## src/rtl/mm_pkg.sv

```systemverilog
package mm_pkg;
  // Strobes from the sequencer to the word array.
  typedef struct packed {
    logic clear;     // load operands, zero all array state
    logic advance;   // one round step for every active cell
    logic zeroFeed;  // multiplier bits are exhausted: force reduction bit to 0
    logic tailGo;    // launch the freeze wave at the lowest cell
  } mm_ctl_t;
endpackage

```

## src/rtl/mm_pe.sv

```systemverilog
// Word cell with dual-candidate carry and top bit.
module mm_pe #(
  parameter int W = 16
) (
  input  logic         clk,
  input  logic         rstN,
  input  logic         clear,
  input  logic         run,
  input  logic         resolve,
  input  logic         xBit,
  input  logic         qBit,
  input  logic [W-1:0] yWord,
  input  logic [W-1:0] mWord,
  input  logic [1:0]   cin,
  input  logic         nbrLsb,
  output logic [1:0]   cout,
  output logic [W-1:0] word
);
  logic [W-2:0] lowR;
  logic         msb0R, msb1R;
  logic [1:0]   car0R, car1R;
  logic         sealed;
  logic         msbSel;
  logic [1:0]   carSel;
  logic [W+1:0] base, alt;

  always_comb begin
    msbSel = nbrLsb ? msb1R : msb0R;
    carSel = nbrLsb ? car1R : car0R;
    base   = (W+2)'({msbSel, lowR[W-2:1]}) + (W+2)'(cin)
           + (xBit ? (W+2)'(yWord) : '0) + (qBit ? (W+2)'(mWord) : '0);
    alt    = base + ((W+2)'(1) << (W-1));
  end

  always_ff @(posedge clk or negedge rstN) begin
    if (!rstN) begin
      lowR <= '0; msb0R <= 1'b0; msb1R <= 1'b0;
      car0R <= '0; car1R <= '0; sealed <= 1'b0;
    end else if (clear) begin
      lowR <= '0; msb0R <= 1'b0; msb1R <= 1'b0;
      car0R <= '0; car1R <= '0; sealed <= 1'b0;
    end else if (resolve) begin
      msb0R  <= msbSel;
      msb1R  <= msbSel;
      car0R  <= carSel;
      car1R  <= carSel;
      sealed <= 1'b1;
    end else if (run && !sealed) begin
      lowR  <= base[W-2:0];
      msb0R <= base[W-1];
      car0R <= base[W+1:W];
      msb1R <= alt[W-1];
      car1R <= alt[W+1:W];
    end
  end

  assign word = {msbSel, lowR};
  assign cout = carSel;

  // both carry candidates stay within 0..2
  a_r3_carry_le2: assert property (@(posedge clk) disable iff (!rstN)
    (car0R <= 2'd2) && (car1R <= 2'd2));
endmodule

```

## src/rtl/mm_pe_tail.sv

```systemverilog
// Top word cell: its shifted-in bit is its own previous carry.
module mm_pe_tail #(
  parameter int W = 16
) (
  input  logic         clk,
  input  logic         rstN,
  input  logic         clear,
  input  logic         run,
  input  logic         xBit,
  input  logic         qBit,
  input  logic [W-1:0] yWord,
  input  logic [W-1:0] mWord,
  input  logic [1:0]   cin,
  output logic [W-1:0] word
);
  logic [W-1:0] wordR;
  logic         carR;
  logic [W+1:0] sumWide;

  always_comb
    sumWide = (W+2)'({carR, wordR[W-1:1]}) + (W+2)'(cin)
            + (xBit ? (W+2)'(yWord) : '0) + (qBit ? (W+2)'(mWord) : '0);

  always_ff @(posedge clk or negedge rstN) begin
    if (!rstN) begin
      wordR <= '0; carR <= 1'b0;
    end else if (clear) begin
      wordR <= '0; carR <= 1'b0;
    end else if (run) begin
      wordR <= sumWide[W-1:0];
      carR  <= sumWide[W];
    end
  end

  assign word = wordR;

  // the top word never overflows W+1 bits
  a_r3_tail_fits: assert property (@(posedge clk) disable iff (!rstN)
    run |-> (sumWide[W+1] == 1'b0));
endmodule

```

## src/rtl/mm_ctrl.sv

```systemverilog
module mm_ctrl
  import mm_pkg::*;
#(
  parameter int N = 64,
  parameter int W = 16
) (
  input  logic    clk,
  input  logic    rstN,
  input  logic    start,
  output mm_ctl_t ctl,
  output logic    done
);
  localparam int E    = (N + W) / W;
  localparam int LAST = N + E - 1;
  localparam int CW   = $clog2(N + E + 1);

  logic          busy;
  logic [CW-1:0] cnt;

  always_ff @(posedge clk or negedge rstN) begin
    if (!rstN) begin
      busy <= 1'b0; cnt <= '0; done <= 1'b0;
    end else if (start && !busy) begin
      busy <= 1'b1; cnt <= '0; done <= 1'b0;
    end else if (busy) begin
      if (cnt == CW'(LAST)) begin
        busy <= 1'b0;
        done <= 1'b1;
      end else begin
        cnt <= cnt + 1'b1;
      end
    end
  end

  always_comb begin
    ctl.clear    = start && !busy;
    ctl.advance  = busy;
    ctl.zeroFeed = busy && (cnt >= CW'(N));
    ctl.tailGo   = busy && (cnt == CW'(N));
  end

  // done rises only at the end of the final step
  a_r4_done_at_last: assert property (@(posedge clk) disable iff (!rstN)
    $rose(done) |-> ($past(busy) && ($past(cnt) == CW'(LAST))));
  // a start during a run does not disturb the step count
  a_r6_start_ignored: assert property (@(posedge clk) disable iff (!rstN)
    (busy && start && (cnt != CW'(LAST))) |=> (busy && (cnt == CW'($past(cnt) + 1'b1))));
endmodule

```

## src/rtl/mm_datapath.sv

```systemverilog
module mm_datapath
  import mm_pkg::*;
#(
  parameter int N = 64,
  parameter int W = 16
) (
  input  logic                   clk,
  input  logic                   rstN,
  input  mm_ctl_t                ctl,
  input  logic [N-1:0]           xIn,
  input  logic [N-1:0]           yIn,
  input  logic [N-1:0]           mIn,
  output logic [((N+W)/W)*W-1:0] zOut
);
  localparam int E  = (N + W) / W;
  localparam int EW = E * W;

  logic [N-1:0]  xSr;
  logic [EW-1:0] yReg, mReg;
  logic [E-1:1]  xDly, qDly;
  logic [E-2:0]  tok;
  logic          xCur, qNow;
  logic [W-1:0]  wordArr [E];
  logic [1:0]    carArr  [1:E-1];

  assign xCur = xSr[0];
  assign qNow = !ctl.zeroFeed && ((xCur & yReg[0]) ^ wordArr[0][1]);

  always_ff @(posedge clk or negedge rstN) begin
    if (!rstN) begin
      xSr <= '0; yReg <= '0; mReg <= '0;
      xDly <= '0; qDly <= '0; tok <= '0;
    end else if (ctl.clear) begin
      xSr  <= xIn;
      yReg <= EW'(yIn);
      mReg <= EW'(mIn);
      xDly <= '0; qDly <= '0; tok <= '0;
    end else if (ctl.advance) begin
      xSr     <= xSr >> 1;
      xDly[1] <= xCur;
      qDly[1] <= qNow;
      for (int k = 2; k < E; k++) begin
        xDly[k] <= xDly[k-1];
        qDly[k] <= qDly[k-1];
      end
      tok[0] <= ctl.tailGo;
      for (int k = 1; k < E - 1; k++) tok[k] <= tok[k-1];
    end
  end

  for (genvar j = 0; j < E - 1; j++) begin : g_col
    logic       xb, qb;
    logic [1:0] cinJ;
    if (j == 0) begin : g_head
      assign xb = xCur;
      assign qb = qNow;
      assign cinJ = 2'b00;
    end else begin : g_mid
      assign xb = xDly[j];
      assign qb = qDly[j];
      assign cinJ = carArr[j];
    end
    mm_pe #(.W(W)) u_pe (
      .clk(clk), .rstN(rstN), .clear(ctl.clear), .run(ctl.advance),
      .resolve(tok[j] && ctl.advance),
      .xBit(xb), .qBit(qb),
      .yWord(yReg[j*W +: W]), .mWord(mReg[j*W +: W]),
      .cin(cinJ), .nbrLsb(wordArr[j+1][0]),
      .cout(carArr[j+1]), .word(wordArr[j])
    );
  end

  mm_pe_tail #(.W(W)) u_tail (
    .clk(clk), .rstN(rstN), .clear(ctl.clear), .run(ctl.advance),
    .xBit(xDly[E-1]), .qBit(qDly[E-1]),
    .yWord(yReg[(E-1)*W +: W]), .mWord(mReg[(E-1)*W +: W]),
    .cin(carArr[E-1]), .word(wordArr[E-1])
  );

  always_comb
    for (int j = 0; j < E; j++) zOut[j*W +: W] = wordArr[j];

  // with no step and no load, the result words do not move
  a_r5_hold: assert property (@(posedge clk) disable iff (!rstN)
    (!ctl.advance && !ctl.clear) |=> $stable(zOut));
endmodule

```

## src/rtl/mont_systolic_mul.sv

```systemverilog
module mont_systolic_mul
  import mm_pkg::*;
#(
  parameter int N = 64,
  parameter int W = 16
) (
  input  logic                   clk,
  input  logic                   rstN,
  input  logic                   start,
  input  logic [N-1:0]           xIn,
  input  logic [N-1:0]           yIn,
  input  logic [N-1:0]           mIn,
  output logic                   done,
  output logic [((N+W)/W)*W-1:0] zOut
);
  mm_ctl_t ctlStrobes;

  mm_ctrl #(.N(N), .W(W)) u_ctrl (
    .clk(clk), .rstN(rstN), .start(start), .ctl(ctlStrobes), .done(done)
  );

  mm_datapath #(.N(N), .W(W)) u_dp (
    .clk(clk), .rstN(rstN), .ctl(ctlStrobes),
    .xIn(xIn), .yIn(yIn), .mIn(mIn), .zOut(zOut)
  );
endmodule

```

## config.mk

```make
export PLATFORM = sky130hd
export DESIGN_NAME = mont_systolic_mul
export DESIGN_NICKNAME = d
export VERILOG_FILES = /design/src/rtl/mm_pkg.sv /design/src/rtl/mm_pe.sv /design/src/rtl/mm_pe_tail.sv /design/src/rtl/mm_ctrl.sv /design/src/rtl/mm_datapath.sv /design/src/rtl/mont_systolic_mul.sv
export SDC_FILE = /design/constraint.sdc
export NUM_CORES = 1
export LEC_CHECK = 0
export CORE_MARGIN = 2
export CORE_UTILIZATION = 25
export CTS_BUF_LIST = sky130_fd_sc_hd__clkbuf_8 sky130_fd_sc_hd__clkbuf_16
export DETAILED_ROUTE_END_ITERATION = 7
export DONT_BUFFER_PORTS = 1
export GPL_TIMING_DRIVEN = 0
export PLACE_DENSITY = 0.4
export SYNTH_ARGS = -nofsm -noshare
export SYNTH_HDL_FRONTEND = slang
export SYNTH_SLANG_ARGS = --single-unit
export TNS_END_PERCENT = 1
```

## constraint.sdc

```tcl
create_clock -name clk -period 5.12 [get_ports clk]
set_clock_uncertainty 0.15 [all_clocks]
set_input_delay 0.256 -clock clk [delete_from_list [all_inputs] [get_ports clk]]
set_output_delay 0.256 -clock clk [all_outputs]
set_load 0.1 [all_outputs]
```

* Yosys cells after proc, flatten, opt, wreduce, memory -nomap -nowiden
Index checks and enable logic that the tools add are counted.
** Cells by class
- $add $sub $neg :: 17
- $lt $le $gt $ge :: 1
- Eq/ne operators :: 7
- Muxes and demuxes :: 105
- Bitwise logic cells :: 2
- Reductions and logical operators :: 38
** Operators with widths (number)
- $mux 15 :: 12
- $mux 16 :: 10
- $mux 64 :: 2
- $add 17x16->18 :: 4
- $add 18x16->18 const B :: 4
- $mux 2 :: 28
- $add 16x16->17 :: 3
- $add 15x2->16 :: 3
- $mux 1 :: 44
- $mux 7 :: 3
- $reduce_bool 2->1 :: 10
- $add 15x16->17 :: 1
- $add 16x2->17 :: 1
- $eq 7x7->1 const B :: 2
- $logic_and 1x1->1 :: 12
- $mux 3 :: 4
- $reduce_and 2->1 :: 6
- $reduce_bool 3->1 :: 4
- $mux 4 :: 2
- $ne 2x1->1 const B :: 4
- $add 7x1->7 const B :: 1
- $ge 7x7->1 const B :: 1
- $logic_not 1->1 :: 6
- $ne 2x2->1 const B :: 1
- 2 further kinds :: 2
** Storage, ports and cells
- Bits in registers :: 316
- Bits of input ports :: 195

* Depth between registers and ports, before layout
Gate-level depths: netlist of the first run.
- Depth in word-level cells :: 10
- Depth in mapped cells :: 20
- Depth with buffers taken out :: 19

* Modules after synthesis
A second synthesis of the first run with hierarchy kept.
** Unflattened totals
- Cells, all modules :: 2080
- Area, all modules :: 21368.0 um^2
** By module, submodules not included
- mm_datapath :: instances 1, cells an instance 596, area an instance 8237.9 um^2, sequential area each 5104.9 um^2
- mm_pe at u_dp.g_col[2].u_pe :: instances 1, cells an instance 300, area an instance 2643.8 um^2, sequential area each 550.5 um^2
- mm_pe at u_dp.g_col[0].u_pe :: instances 1, cells an instance 298, area an instance 2630.0 um^2, sequential area each 550.5 um^2
- mm_pe at u_dp.g_col[3].u_pe :: instances 1, cells an instance 286, area an instance 2518.7 um^2, sequential area each 550.5 um^2
- mm_pe at u_dp.g_col[1].u_pe :: instances 1, cells an instance 276, area an instance 2447.3 um^2, sequential area each 550.5 um^2
- mm_pe_tail :: instances 1, cells an instance 268, area an instance 2356.0 um^2, sequential area each 425.4 um^2
- mm_ctrl :: instances 1, cells an instance 56, area an instance 534.3 um^2, sequential area each 225.2 um^2

* Worst setup path before layout of the first run
Ideal clock, no wire load.
- Path kind :: register -> register
- From :: reg u_dp.g_col[0].u_pe.lowR[1]
- To :: reg u_dp.g_col[0].u_pe.car1R[0]
- Library setup time :: 127 ps
- Arrival time :: 4676 ps
- Required time :: 4843 ps
- Slack :: 167 ps
- Cell stages (with the launch flop) :: 17
- Period minus slack after synthesis :: 4953 ps
- Cells stage by stage :: dfrtp_1 > inv_1 > xnor2_1 > a21oi_1 > clkbuf_1 > nand2_1 > fa_1 > inv_1 > ha_1 > a21o_1 > a21o_1 > or4b_2 > mux2_2 > o2111ai_1 > ha_1 > a21oi_1 > o21ai_0
** On the way
- Longest elaborated chain between the ends :: 8
- Elaborated cells on any way between the ends :: 9
- Classes of those cells :: add/sub (3); mux (4); bitwise (1); reduce/logical (1)
** Ends and longest elaborated chain
- from (decl) :: RTL line mm_pe.sv:19 : logic [W-2:0] lowR;
- from (signal assigned) :: RTL line mm_pe.sv:49 : lowR <= base[W-2:0];
- parallel branches: the longest is 3 deep, another holds $add 15x16->17
- $add 17x16->18 * :: RTL line mm_pe.sv:31 : + (xBit ? (W+2)'(yWord) : '0) + (qBit ? (W+2)'(mWord) : '0);
- $add 18x16->18 * :: RTL line mm_pe.sv:32 : alt = base + ((W+2)'(1) << (W-1));
- $mux 2 * :: RTL line mm_pe.sv:48 : end else if (run && !sealed) begin
- $mux 2 * :: RTL line mm_pe.sv:42 : end else if (resolve) begin
- $mux 2 * :: RTL line mm_pe.sv:39 : end else if (clear) begin
- to (signal assigned) :: RTL line mm_pe.sv:46 : car1R <= carSel;
- to (signal assigned) :: RTL line mm_pe.sv:53 : car1R <= alt[W+1:W];
- to (decl) :: RTL line mm_pe.sv:21 : logic [1:0] car0R, car1R;
Every way passes the cells marked *. The select of a mux whose other input is x is not followed.
A chain may end at the register's enable or synchronous reset.

* Final worst setup path of the first run
- From :: reg u_dp.xDly[2] (netlist bit)
- To :: reg u_dp.g_col[2].u_pe.car1R[0]
** On the way
- Longest elaborated chain between the ends :: 7
** Ends and longest elaborated chain
- from (decl) :: RTL line mm_datapath.sv:20 : logic [E-1:1] xDly, qDly;
- from (signal, indexed assignment) :: RTL line mm_datapath.sv:43 : xDly[k] <= xDly[k-1];
- $mux 16 :: RTL line mm_pe.sv:31
- $add 16x16->17 :: RTL line mm_pe.sv:31
- $add 17x16->18 :: RTL line mm_pe.sv:31
- $add 18x16->18 :: RTL line mm_pe.sv:32
- $mux 2 :: RTL line mm_pe.sv:48
- $mux 2 :: RTL line mm_pe.sv:42
- $mux 2 :: RTL line mm_pe.sv:39
- to (signal assigned) :: RTL line mm_pe.sv:46
- to (signal assigned) :: RTL line mm_pe.sv:53
- to (decl) :: RTL line mm_pe.sv:21
No other way between the ends. The select of a mux whose other input is x is not followed.

==> results.sh, run 1 <==
export IMPL_crit_chain="buf_4 > and2_1 > fa_1 > inv_1 > fa_1 > inv_1 > ha_1 > inv_1 > fa_1 > nor2b_2 > o31a_1 > nand4_1 > a311oi_2 > o21ai_0 > o211ai_1 > buf_4 > ha_1 > o2111ai_1 > nand2_1"
export IMPL_antenna_found_initial=4
export IMPL_seq_area_um2=7930
export IMPL_fin_tns_setup_ns=0
export IMPL_max_slew_margin_pct=5.49
export IMPL_critical_path_class="flip-flop to flip-flop"
export IMPL_syn_avg_cell_area_um2=9.06
export IMPL_synth_cell_type_count=66
export IMPL_syn_area_um2=19100
export IMPL_coreArea_um2=75700
export IMPL_root_buffer="clkbuf_16"
export IMPL_swShare_pct=49.1
export IMPL_seq_area_frac_synth_pct=41.5
export IMPL_clk_latency_ns=0.58
export IMPL_min_path_type="primary input to async pin"
export IMPL_overflow=0
export IMPL_dr_total_vias=15600
export IMPL_ant_nets=0
export IMPL_grt_usage_pct=16.2
export IMPL_clk_pin_slew_worst_paths_ns=0.06
export IMPL_drtIter0Drc=708
export IMPL_seqPwrFrac_pct=35.1
export IMPL_critPathMaxStageDelay_ns=0.52
export IMPL_p_sw_w=0.00853
export IMPL_cts_tree="yes"
export IMPL_syn_inst=2105
export IMPL_most_common_layout_cells="nand2_1 (591), dfrtp_1 (303), dlygate4sd3_1 (193), o21ai_0 (157), ha_1 (120)"
export IMPL_pwr_share_clk_pct=17.6
export IMPL_min_period_ns=4.86
export IMPL_worst_slew_pin_slew_ns=1.42
export IMPL_firstDrtPassIters=4
export IMPL_rr_startpoint="u_dp.xDly[2]$_DFFE_PN0P_"
export IMPL_remaining_drc_errors=0
export IMPL_grt_pass1_vias=16300
export IMPL_cp_end_kind="flip-flop"
export IMPL_ctsHtreeMaxLevel=2
export IMPL_crit_required_ns=5.43
export IMPL_cts_buffer_depth=3
export IMPL_viasPerCell=4.64
export IMPL_synth_seq_cells=316
export IMPL_slowest_stage="dfrtp_2"
export IMPL_hold_ws_ns=-0.776
export IMPL_leakage_nw=11.5
export IMPL_regToRegSetupSlack_ns=0.26
export IMPL_io_buffers=0
export IMPL_fp_row_count=101
export IMPL_pwr_share_comb_pct=47.3
export IMPL_dominantRegCellSynth="dfrtp_1"
export IMPL_violations="negative hold slack"
export IMPL_intPower_w=0.00886
export IMPL_gp_congestion=0.793
export IMPL_hold_viol_final=316
export IMPL_drv_slew=0
export IMPL_multi_input_area_um2=10400
export IMPL_cts_buffers=43
export IMPL_start_util_pct=25.2
export IMPL_nNetsFinal=2729
export IMPL_dpl_hpwl_mm=45.2
export IMPL_grt_max_degree=317
export IMPL_synth_async_sr_flop_share_pct=100
export IMPL_n_fill_cell=7890
export IMPL_critPathArrivalTime_ns=5.17
export IMPL_synth_edff_count=0
export IMPL_syn_to_final_growth_pct=24.5
export IMPL_r2r_cells=19
export IMPL_r2r_end="u_dp.g_col[2].u_pe.car1R[0]$_DFFE_PN0P_"
export IMPL_rsz0062_at_grt="true"
export IMPL_ios=276
export IMPL_synth_nets=2491
export IMPL_ys_warn_count=0
export IMPL_setup_viol=0
export IMPL_final_common_cell="nand2_1"
export IMPL_worstSetupStartpointType="flip-flop"
export IMPL_period_share_pct=95.0
export IMPL_irDropWorstVdd_mv=0.368
export IMPL_dieArea_um2=78500
export IMPL_drt_wirelength_per_cell_um=18.8
export IMPL_totalWireLength_mm=63.1
export IMPL_cts_sinks=316
export IMPL_power_density_nw_per_um2=732
export IMPL_fmax_ghz=0.206
export IMPL_die_w_um=280
export IMPL_postLayoutCoreUtil_pct=31.4
export IMPL_drive_gt1_share_pct=5.60
export IMPL_grt_first_pass_wirelength_mm=97.7
export IMPL_worstPathMaxFanout=10
export IMPL_hold_buffers=193
export IMPL_status="finished, violations left"
export IMPL_die_y_um=280
export IMPL_drv_cap=0
-- metal layers --
layer	wire, um	global-route usage (%)	vias up
met5	13	0	-
met4	1620	4.52	2
met3	3230	3.80	81
met2	30100	27.3	269
met1	28100	20.6	7697
li1	-	-	7510
-- state kept, by name, summed over array words and instances (netlist names), 7 cells and up --
| signal | count |
|---|---|
| u_dp.mReg | 64 |
| u_dp.xSr | 64 |
| u_dp.yReg | 64 |
| u_dp.g_col.u_pe.lowR | 60 |
| u_dp.u_tail.word | 16 |
| u_dp.g_col.u_pe.car0R | 8 |
| u_dp.g_col.u_pe.car1R | 8 |
| u_ctrl.cnt | 7 |
-- repair_timing --
item,in CTS,in global routing
gates resized for setup,14,21
endpoints found under the setup margin,20,9
endpoints found under the hold margin,521,316
setup buffers,0,3
pin swaps,0,1
-- critical path, delay by kind of cell (launching register included) --
kind,cells,cell delay (ns)
flops,1,0.52
compound gates,5,1.14
fa+ha+maj,5,1.74
buf+inv,5,0.60
simple gates,4,0.59
-- synthesized netlist by cell type, drive strengths merged (4+ instances only) --
cell type  count  area share (%)
a21oi         62             1.6
nand3         72             1.9
nor2          59             1.2
nand3b         4            0.16
dfrtp        316              41
nand2        591              12
xnor2         27             1.2
or3            4            0.13
nand4          6            0.20
a21boi         4            0.18
inv          106             2.1
a31o           6            0.28
a311o          4            0.21
mux2i         75             3.9
mux2           7            0.41
a221o          9            0.47
xor2          22             1.0
a21o          16            0.63
nand2b        32             1.0
o31ai         15            0.59
o2111ai        4            0.18
and2          84             2.8
and3          13            0.43
or2            5            0.16
a211oi        12            0.47
nor2b         13            0.43
nor3          11            0.29
o21ai        160             4.2
clkbuf        85             1.7
fa            71             7.5
buf           18            0.52
nor3b          5            0.20
nand4b         6            0.28
o21a           9            0.35
a32o           4            0.21
ha           120             7.9
o211ai         9            0.35
-- worst max path at each step --
stage	to	start	cells after the start	slack, ns
finish	u_dp.g_col[2].u_pe.car1R[0]$_DFFE_PN0P_	u_dp.xDly[2]$_DFFE_PN0P_	19	0.26
detailed placement	u_dp.g_col[0].u_pe.car1R[0]$_DFFE_PN0P_	u_ctrl.busy$_DFF_PN0_	17	-1.04
global route	u_dp.g_col[2].u_pe.car1R[1]$_DFFE_PN0P_	u_dp.xDly[2]$_DFFE_PN0P_	19	-0.02
floorplan	u_dp.g_col[0].u_pe.car1R[0]$_DFFE_PN0P_	u_dp.g_col[0].u_pe.lowR[1]$_DFFE_PN0P_	16	0.17
global placement	u_dp.g_col[0].u_pe.car1R[0]$_DFFE_PN0P_	u_ctrl.busy$_DFF_PN0_	19	-1.03
CTS	u_dp.g_col[0].u_pe.car1R[0]$_DFFE_PN0P_	u_dp.g_col[0].u_pe.lowR[1]$_DFFE_PN0P_	18	-0.008
-- through the flow --
| step | total power, W | hold slack, ns | instances | instance area, um^2 | setup WS, ns |
|---|---|---|---|---|---|
| 6_report | 0.0174 | -0.776 | 3355 | 23800 | 0.258 |
| 5_1_grt | 0.0191 | -0.822 | 3354 | 23800 | -0.0242 |
| 4_1_cts | 0.0176 | -0.813 | 3349 | 23700 | -0.00784 |
| 3_5_place_dp | 0.0142 | -0.165 | 3083 | 20300 | -1.04 |
| 3_3_place_gp | 0.0141 | -0.166 | 3083 | 20300 | -1.03 |
| 2_1_floorplan | 0.0120 | -0.190 | 2105 | 19100 | 0.167 |
-- area by class of cell --
| cell class | instances | area share (%) |
|---|---|---|
| clock buffers | 55 | 5.27 |
| inverters | 106 | 1.68 |
| repair buffers | 196 | 8.28 |
| well taps | 978 | 5.15 |
| flip-flops and latches | 316 | 33.4 |
| plain buffers | 100 | 1.76 |
| diodes | 3 | 0.0316 |
| multi-input cells | 1580 | 43.8 |
| clock inverters | 21 | 0.706 |
-- logic make-up after synthesis --
| kind of cell | after synthesis | synth area share (%) |
|---|---|---|
| AO/OA/AOI/OAI | 342 | 11.1 |
| XOR/XNOR | 49 | 2.25 |
| multiplexers | 82 | 4.35 |
| flip-flops | 316 | 41.5 |
| adder cells (fa/ha/maj) | 191 | 15.3 |
| buffers and inverters | 209 | 4.28 |
| AND/OR/NAND/NOR | 916 | 21.3 |
-- power groups by stage --
stage	clock, W	combinational, W	sequential, W
after floorplan	0	0.00634	0.00571
after global placement	0	0.00798	0.00612
after detailed placement	0	0.00805	0.00613
after CTS	0.00319	0.00826	0.00613
after global routing	0.00328	0.00955	0.00627
final	0.00306	0.00823	0.00610
Power figures use the tool's default switching activity.
==> inputs of run 2 (changes only) <==
Settings changed: SETUP_SLACK_MARGIN set to 0.15, SLEW_MARGIN set to 20.
Clock period 5.12 ns to 4.75 ns, I/O delays scaled along.
==> run 2 against run 1 <==
  * The flow still finishes with violations (negative hold slack)
  * Flip-flop and latch count unchanged
  * Non-clock buffer count up 18
  * Register-to-register slack worse by 0.08 ns
  * Die area unchanged
  * Worst hold slack worse by 0.0057 ns
  * Combinational power up 13%
  * Critical endpoint unchanged
==> results.sh, run 2 (synthesis gave the netlist of run 1 again) <==
export IMPL_largestRegisters="u_dp.mReg: 64 flops, u_dp.xSr: 64 flops, u_dp.yReg: 64 flops"
export IMPL_start_util_pct=25.2
export IMPL_ctsHtreeMaxLevel=2
export IMPL_grt_busiest_layer="met2"
export IMPL_hold_viol_final=316
export IMPL_die_w_um=280
export IMPL_most_common_layout_cells="nand2_1 (591), dfrtp_1 (291), dlygate4sd3_1 (193), o21ai_0 (155), ha_1 (116)"
export IMPL_drv_cap=0
export IMPL_dr_total_vias=15600
export IMPL_drt_wirelength_per_cell_um=18.9
export IMPL_crit_required_ns=5.06
export IMPL_use_met3_pct=3.37
export IMPL_postLayoutCoreUtil_pct=31.9
export IMPL_status="finished, violations left"
export IMPL_r2r_cells=12
export IMPL_die_y_um=280
export IMPL_cts_tree="yes"
export IMPL_irDropWorstVdd_mv=0.439
export IMPL_dpl_hpwl_mm=45.4
export IMPL_dp_cells=3084
export IMPL_grt_first_pass_wirelength_mm=98.7
export IMPL_viasPerCell=4.63
export IMPL_firstDrtPassIters=5
export IMPL_rsz0062_at_grt="true"
export IMPL_dieArea_um2=78500
export IMPL_worstSetupStartpointType="flip-flop"
export IMPL_io_buffers=0
export IMPL_hold_buffers=193
export IMPL_critPathArrivalTime_ns=4.88
export IMPL_totalWireLength_mm=63.6
export IMPL_grt_util_met1_pct=20.6
export IMPL_clk_latency_ns=0.59
export IMPL_final_cells=3371
export IMPL_grt_pass1_vias=16500
export IMPL_coreArea_um2=75700
export IMPL_use_met2_pct=27.9
export IMPL_final_common_cell="nand2_1"
export IMPL_grt_max_degree=317
export IMPL_ios=276
export IMPL_remaining_drc_errors=0
export IMPL_root_buffer="clkbuf_16"
export IMPL_place_area_um2=20300
export IMPL_min_path_type="primary input to async pin"
export IMPL_fmax_ghz=0.219
export IMPL_worstPathMaxFanout=6
export IMPL_drv_slew=0
export IMPL_gp_congestion=0.799
export IMPL_cts_buffers=44
export IMPL_setup_viol=0
export IMPL_leakage_nw=11.6
export IMPL_fin_area_um2=24200
export IMPL_cp_end_kind="flip-flop"
export IMPL_hold_ws_ns=-0.782
export IMPL_max_slew_margin_pct=21.3
export IMPL_cts_sinks=316
export IMPL_nNetsFinal=2748
export IMPL_syn_to_final_growth_pct=26.7
export IMPL_worst_slew_pin_slew_ns=1.18
export IMPL_drtIter0Drc=663
export IMPL_fp_row_count=101
export IMPL_ant_nets=0
export IMPL_critical_path_class="flip-flop to flip-flop"
export IMPL_grt_usage_pct=16.3
export IMPL_period_share_pct=96.2
export IMPL_min_period_ns=4.57
export IMPL_power_density_nw_per_um2=795
export IMPL_clk_pin_slew_worst_paths_ns=0.06
export IMPL_drive_gt1_share_pct=7.94
export IMPL_antenna_found_initial=2
export IMPL_overflow=0
export IMPL_violations="negative hold slack"
export IMPL_cts_buffer_depth=3
[run 2: cell types whose count changed in the layout (fill, tap and decap cells not counted), moves of 3 or more]
cell,before,now
o2111ai_1,3,0
ha_2,0,4
ha_1,120,116
dfrtp_1,303,291
buf_4,11,29
dfrtp_2,12,17
dfrtp_4,1,8
clkinv_2,8,5
inv_1,113,110
a21oi_1,59,56
buf_2,3,0
[run 2: per-stage QoR]
| stage | setup TNS (ns) | hold WS, ns | power [W] | setup slack (ns) |
|---|---|---|---|---|
| 6_report | 0 | -0.782 | 0.0192 | 0.179 |
| 5_1_grt | -0.202 | -0.825 | 0.0211 | -0.0774 |
| 4_1_cts | 0 | -0.828 | 0.0193 | 0.121 |
| 3_5_place_dp | -12.60 | -0.186 | 0.0153 | -1.10 |
| 3_3_place_gp | -15.79 | -0.187 | 0.0152 | -1.41 |
| 2_1_floorplan | 0 | -0.208 | 0.0130 | 0.182 |
[run 2: power by group]
part	total, W	leakage, nW	switching [W]	internal (W)
Clock	0.00338	0.743	0.00137	0.00201
Sequential	0.00656	4.01	0.00269	0.00386
Combinational	0.00930	6.89	0.00533	0.00396
[run 2: layout make-up]
type	count	area, um^2
clock buffer	54	1240
inverter	106	400
buffer	101	483
tap	978	1220
antenna	1	2.50
multi-input combinational	1580	10500
clock inverter	22	223
fill	7939	51500
sequential	316	7960
timing repair buffer	213	2100
[run 2: path summary, 6_finish.rpt]
path	startpoint	endpoint	slack, ns
max	u_dp.g_col[2].u_pe.lowR[9]$_DFFE_PN0P_	u_dp.g_col[2].u_pe.car1R[0]$_DFFE_PN0P_	0.18
min	rstN	u_dp.yReg[55]$_DFFE_PN0P_	-0.78
max reg2reg	u_dp.g_col[2].u_pe.lowR[9]$_DFFE_PN0P_	u_dp.g_col[2].u_pe.car1R[0]$_DFFE_PN0P_	0.18
min reg2reg	u_dp.yReg[63]$_DFFE_PN0P_	u_dp.yReg[63]$_DFFE_PN0P_	0.32
max in group asynchronous	rstN	u_dp.g_col[2].u_pe.lowR[2]$_DFFE_PN0P_	4.19
min in group clk	start	u_dp.xSr[0]$_DFFE_PN0P_	0.12
[run 2: layer usage]
layer | part of all wire (%) | vias up
met5 | 0.020 | -
met4 | 2.5 | 2
met3 | 4.6 | 81
met2 | 49 | 241
met1 | 44 | 7724
li1 | - | 7545
[run 2: critical path, cell delays in order (launching register included)]
cell and delay, ns:
dfrtp_1 0.98, fa_1 0.56, ha_1 0.30, ha_1 0.39
a21oi_1 0.19, o22ai_1 0.10, nor3_1 0.34, a311oi_4 0.19
or4b_1 0.50, o211ai_1 0.17, ha_2 0.34, o2111ai_2 0.16
nand2_1 0.07
[run 2: timing repair]
action,4_1_cts,5_1_grt
buffers inserted,12,7
hold endpoints to repair,528,316
endpoints found under the setup margin,38,12
gates cloned,0,0
resized for setup,58,33
pin swaps,10,17
==> inputs of run 3 (changes only) <==
Settings changed: CTS_CLUSTER_DIAMETER set to 30, PLACE_DENSITY 0.4 to unset.
==> run 3 against run 2 <==
  * The run still ends with negative hold slack left
  * Critical path type unchanged
  * Non-clock buffer count grew 5
  * Cell count grew 3.2%
  * Global-route usage is 0.088 points lower
==> results.sh, run 3 (synthesis gave the netlist of run 1 again) <==
export IMPL_drive_gt1_share_pct=11.5
export IMPL_hold_ws_ns=-0.828
export IMPL_die_w_um=280
export IMPL_grt_max_degree=317
export IMPL_drt_wirelength_per_cell_um=18.2
export IMPL_cp_end_kind="flip-flop"
export IMPL_postLayoutCoreUtil_pct=34.4
export IMPL_ios=276
export IMPL_nNetsFinal=2804
export IMPL_dpl_hpwl_mm=44.0
export IMPL_intPower_w=0.0124
export IMPL_min_path_type="primary input to async pin"
export IMPL_cts_buffer_depth=3
export IMPL_final_common_cell="nand2_1"
export IMPL_clk_latency_ns=0.63
export IMPL_worst_slew_pin_slew_ns=1.20
export IMPL_antenna_found_initial=7
export IMPL_fp_row_count=101
export IMPL_gp_congestion=0.834
export IMPL_firstDrtPassIters=5
export IMPL_root_buffer="clkbuf_16"
export IMPL_fin_area_um2=26000
export IMPL_ctsHtreeMaxLevel=3
export IMPL_start_util_pct=25.2
export IMPL_place_area_um2=20300
export IMPL_viasPerCell=4.65
export IMPL_drtIter0Drc=841
export IMPL_largestRegisters="u_dp.mReg: 64 flops, u_dp.xSr: 64 flops, u_dp.yReg: 64 flops"
export IMPL_die_y_um=280
export IMPL_grt_first_pass_wirelength_mm=97.7
export IMPL_drv_cap=0
export IMPL_leakage_nw=12.6
export IMPL_crit_chain="fa_1 > ha_1 > ha_1 > a21oi_1 > nor2_1 > nor4b_1 > a21oi_2 > or4b_2 > nand3_2 > ha_1 > a221o_1"
export IMPL_grt_pass1_vias=16900
export IMPL_min_period_ns=4.53
export IMPL_cts_sinks=316
export IMPL_n_fill_cell=7658
export IMPL_pwr_share_clk_pct=28.7
export IMPL_crit_top_cell="ha_1"
export IMPL_status="finished, violations left"
export IMPL_dieArea_um2=78500
export IMPL_critPathArrivalTime_ns=4.89
export IMPL_violations="negative hold slack"
export IMPL_worstSetupStartpointType="flip-flop"
export IMPL_overflow=0
export IMPL_most_common_layout_cells="nand2_1 (590), dfrtp_1 (289), dlygate4sd3_1 (193), o21ai_0 (156), ha_1 (119)"
export IMPL_multi_input_area_um2=10500
export IMPL_power_density_nw_per_um2=858
export IMPL_crit_required_ns=5.11
export IMPL_total_power_w=0.0223
export IMPL_p_sw_w=0.00997
export IMPL_swShare_pct=44.7
export IMPL_totalWireLength_mm=63.5
export IMPL_finalWorstSetupSlack_ns=0.220
export IMPL_drv_slew=0
export IMPL_critical_path_class="flip-flop to flip-flop"
export IMPL_setup_viol=0
export IMPL_pre_cts_ws_ns=-1.49
export IMPL_seqPwrFrac_pct=29.4
export IMPL_syn_to_final_growth_pct=36.5
export IMPL_hold_viol_final=316
export IMPL_period_share_pct=95.4
export IMPL_pwr_share_comb_pct=41.9
export IMPL_cts_tree="yes"
export IMPL_cts_buffers=95
export IMPL_hold_buffers=193
export IMPL_dp_cells=3083
export IMPL_worstPathMaxFanout=5
export IMPL_coreArea_um2=75700
export IMPL_rsz0062_at_grt="true"
export IMPL_remaining_drc_errors=0
export IMPL_fmax_ghz=0.221
export IMPL_irDropWorstVdd_mv=0.413
export IMPL_max_slew_margin_pct=20.2
export IMPL_final_cells=3480
export IMPL_io_buffers=0
export IMPL_seq_area_um2=7960
export IMPL_clk_pin_slew_worst_paths_ns=0.04
export IMPL_ant_nets=0
export IMPL_slowest_stage="dfrtp_1"
export IMPL_grt_usage_pct=16.2
export IMPL_critPathMaxStageDelay_ns=1.01
export IMPL_dr_total_vias=16200
-- run 3: cell types whose count changed in the layout (fill, tap and decap cells not counted), sizes merged --
cell / before / now
diode: 1 / 8
clkinv: 9 / 26
clkbuf: 135 / 196
buf: 40 / 43
clkinvlp: 2 / 10
bufinv: 3 / 10
inv: 114 / 120
-- run 3: metrics by stage --
step                TNS [ns]  hold WS [ns]
floorplan                  0        -0.208
CTS                        0        -0.845
detailed placement    -15.40        -0.173
finish                     0        -0.828
global placement      -14.22        -0.182
global route               0        -0.859
-- run 3: metal layers --
metal	GRT usage, %	vias to the layer above	share of wire (%)
li1	-	7711	-
met2	26.7	424	47
met1	19.5	7935	42
met3	4.96	124	7.4
met5	0	-	0.020
met4	6.83	2	3.4
-- run 3: timing repair --
item / CTS / global route
buffers inserted: 16 / 8
endpoints found under the setup margin: 37 / 9
resized for setup: 70 / 20
hold endpoints to repair: 529 / 316
pin swaps: 16 / 11
-- run 3: path summary, 6_finish.rpt --
kind,cells after the start,slack [ns],from,endpoint
setup / recovery,11,0.22,u_dp.g_col[3].u_pe.lowR[9]$_DFFE_PN0P_,u_dp.g_col[3].u_pe.car1R[0]$_DFFE_PN0P_
max in group asynchronous,0,4.35,rstN,u_dp.g_col[2].u_pe.lowR[2]$_DFFE_PN0P_
hold reg to reg,2,0.31,u_dp.yReg[58]$_DFFE_PN0P_,u_dp.yReg[58]$_DFFE_PN0P_
hold / removal,0,-0.83,rstN,u_dp.g_col[1].u_pe.lowR[5]$_DFFE_PN0P_
min in group clk,3,0.10,mIn[6],u_dp.mReg[6]$_DFFE_PN0P_
setup reg to reg,11,0.22,u_dp.g_col[3].u_pe.lowR[9]$_DFFE_PN0P_,u_dp.g_col[3].u_pe.car1R[0]$_DFFE_PN0P_
-- run 3: area by class of cell --
cell class	count	area share [%]
diodes	8	0.0769
plain buffers	102	1.96
inverters	106	1.54
repair buffers	217	8.17
multi-input cells	1580	40.4
flip-flops and latches	316	30.6
clock inverters	60	2.44
clock buffers	113	10.2
well taps	978	4.70
-- run 3: power by group through the flow --
stage	sequential, W	combinational (W)	clock (W)
2_1_floorplan	0.00616	0.00683	0
3_3_place_gp	0.00657	0.00842	0
3_5_place_dp	0.00657	0.00858	0
4_1_cts	0.00658	0.00917	0.00651
5_1_grt	0.00675	0.0107	0.00667
6_report	0.00657	0.00935	0.00641
-- run 3: worst max-delay path, delay by kind of cell, from the launching register on --
| kind | cells | cell delay [ns] |
|---|---|---|
| adders and majority gates | 4 | 1.47 |
| and+or+nand+nor | 4 | 1.14 |
| AOI/OAI and AO/OA | 3 | 0.63 |
| DFF | 1 | 1.01 |
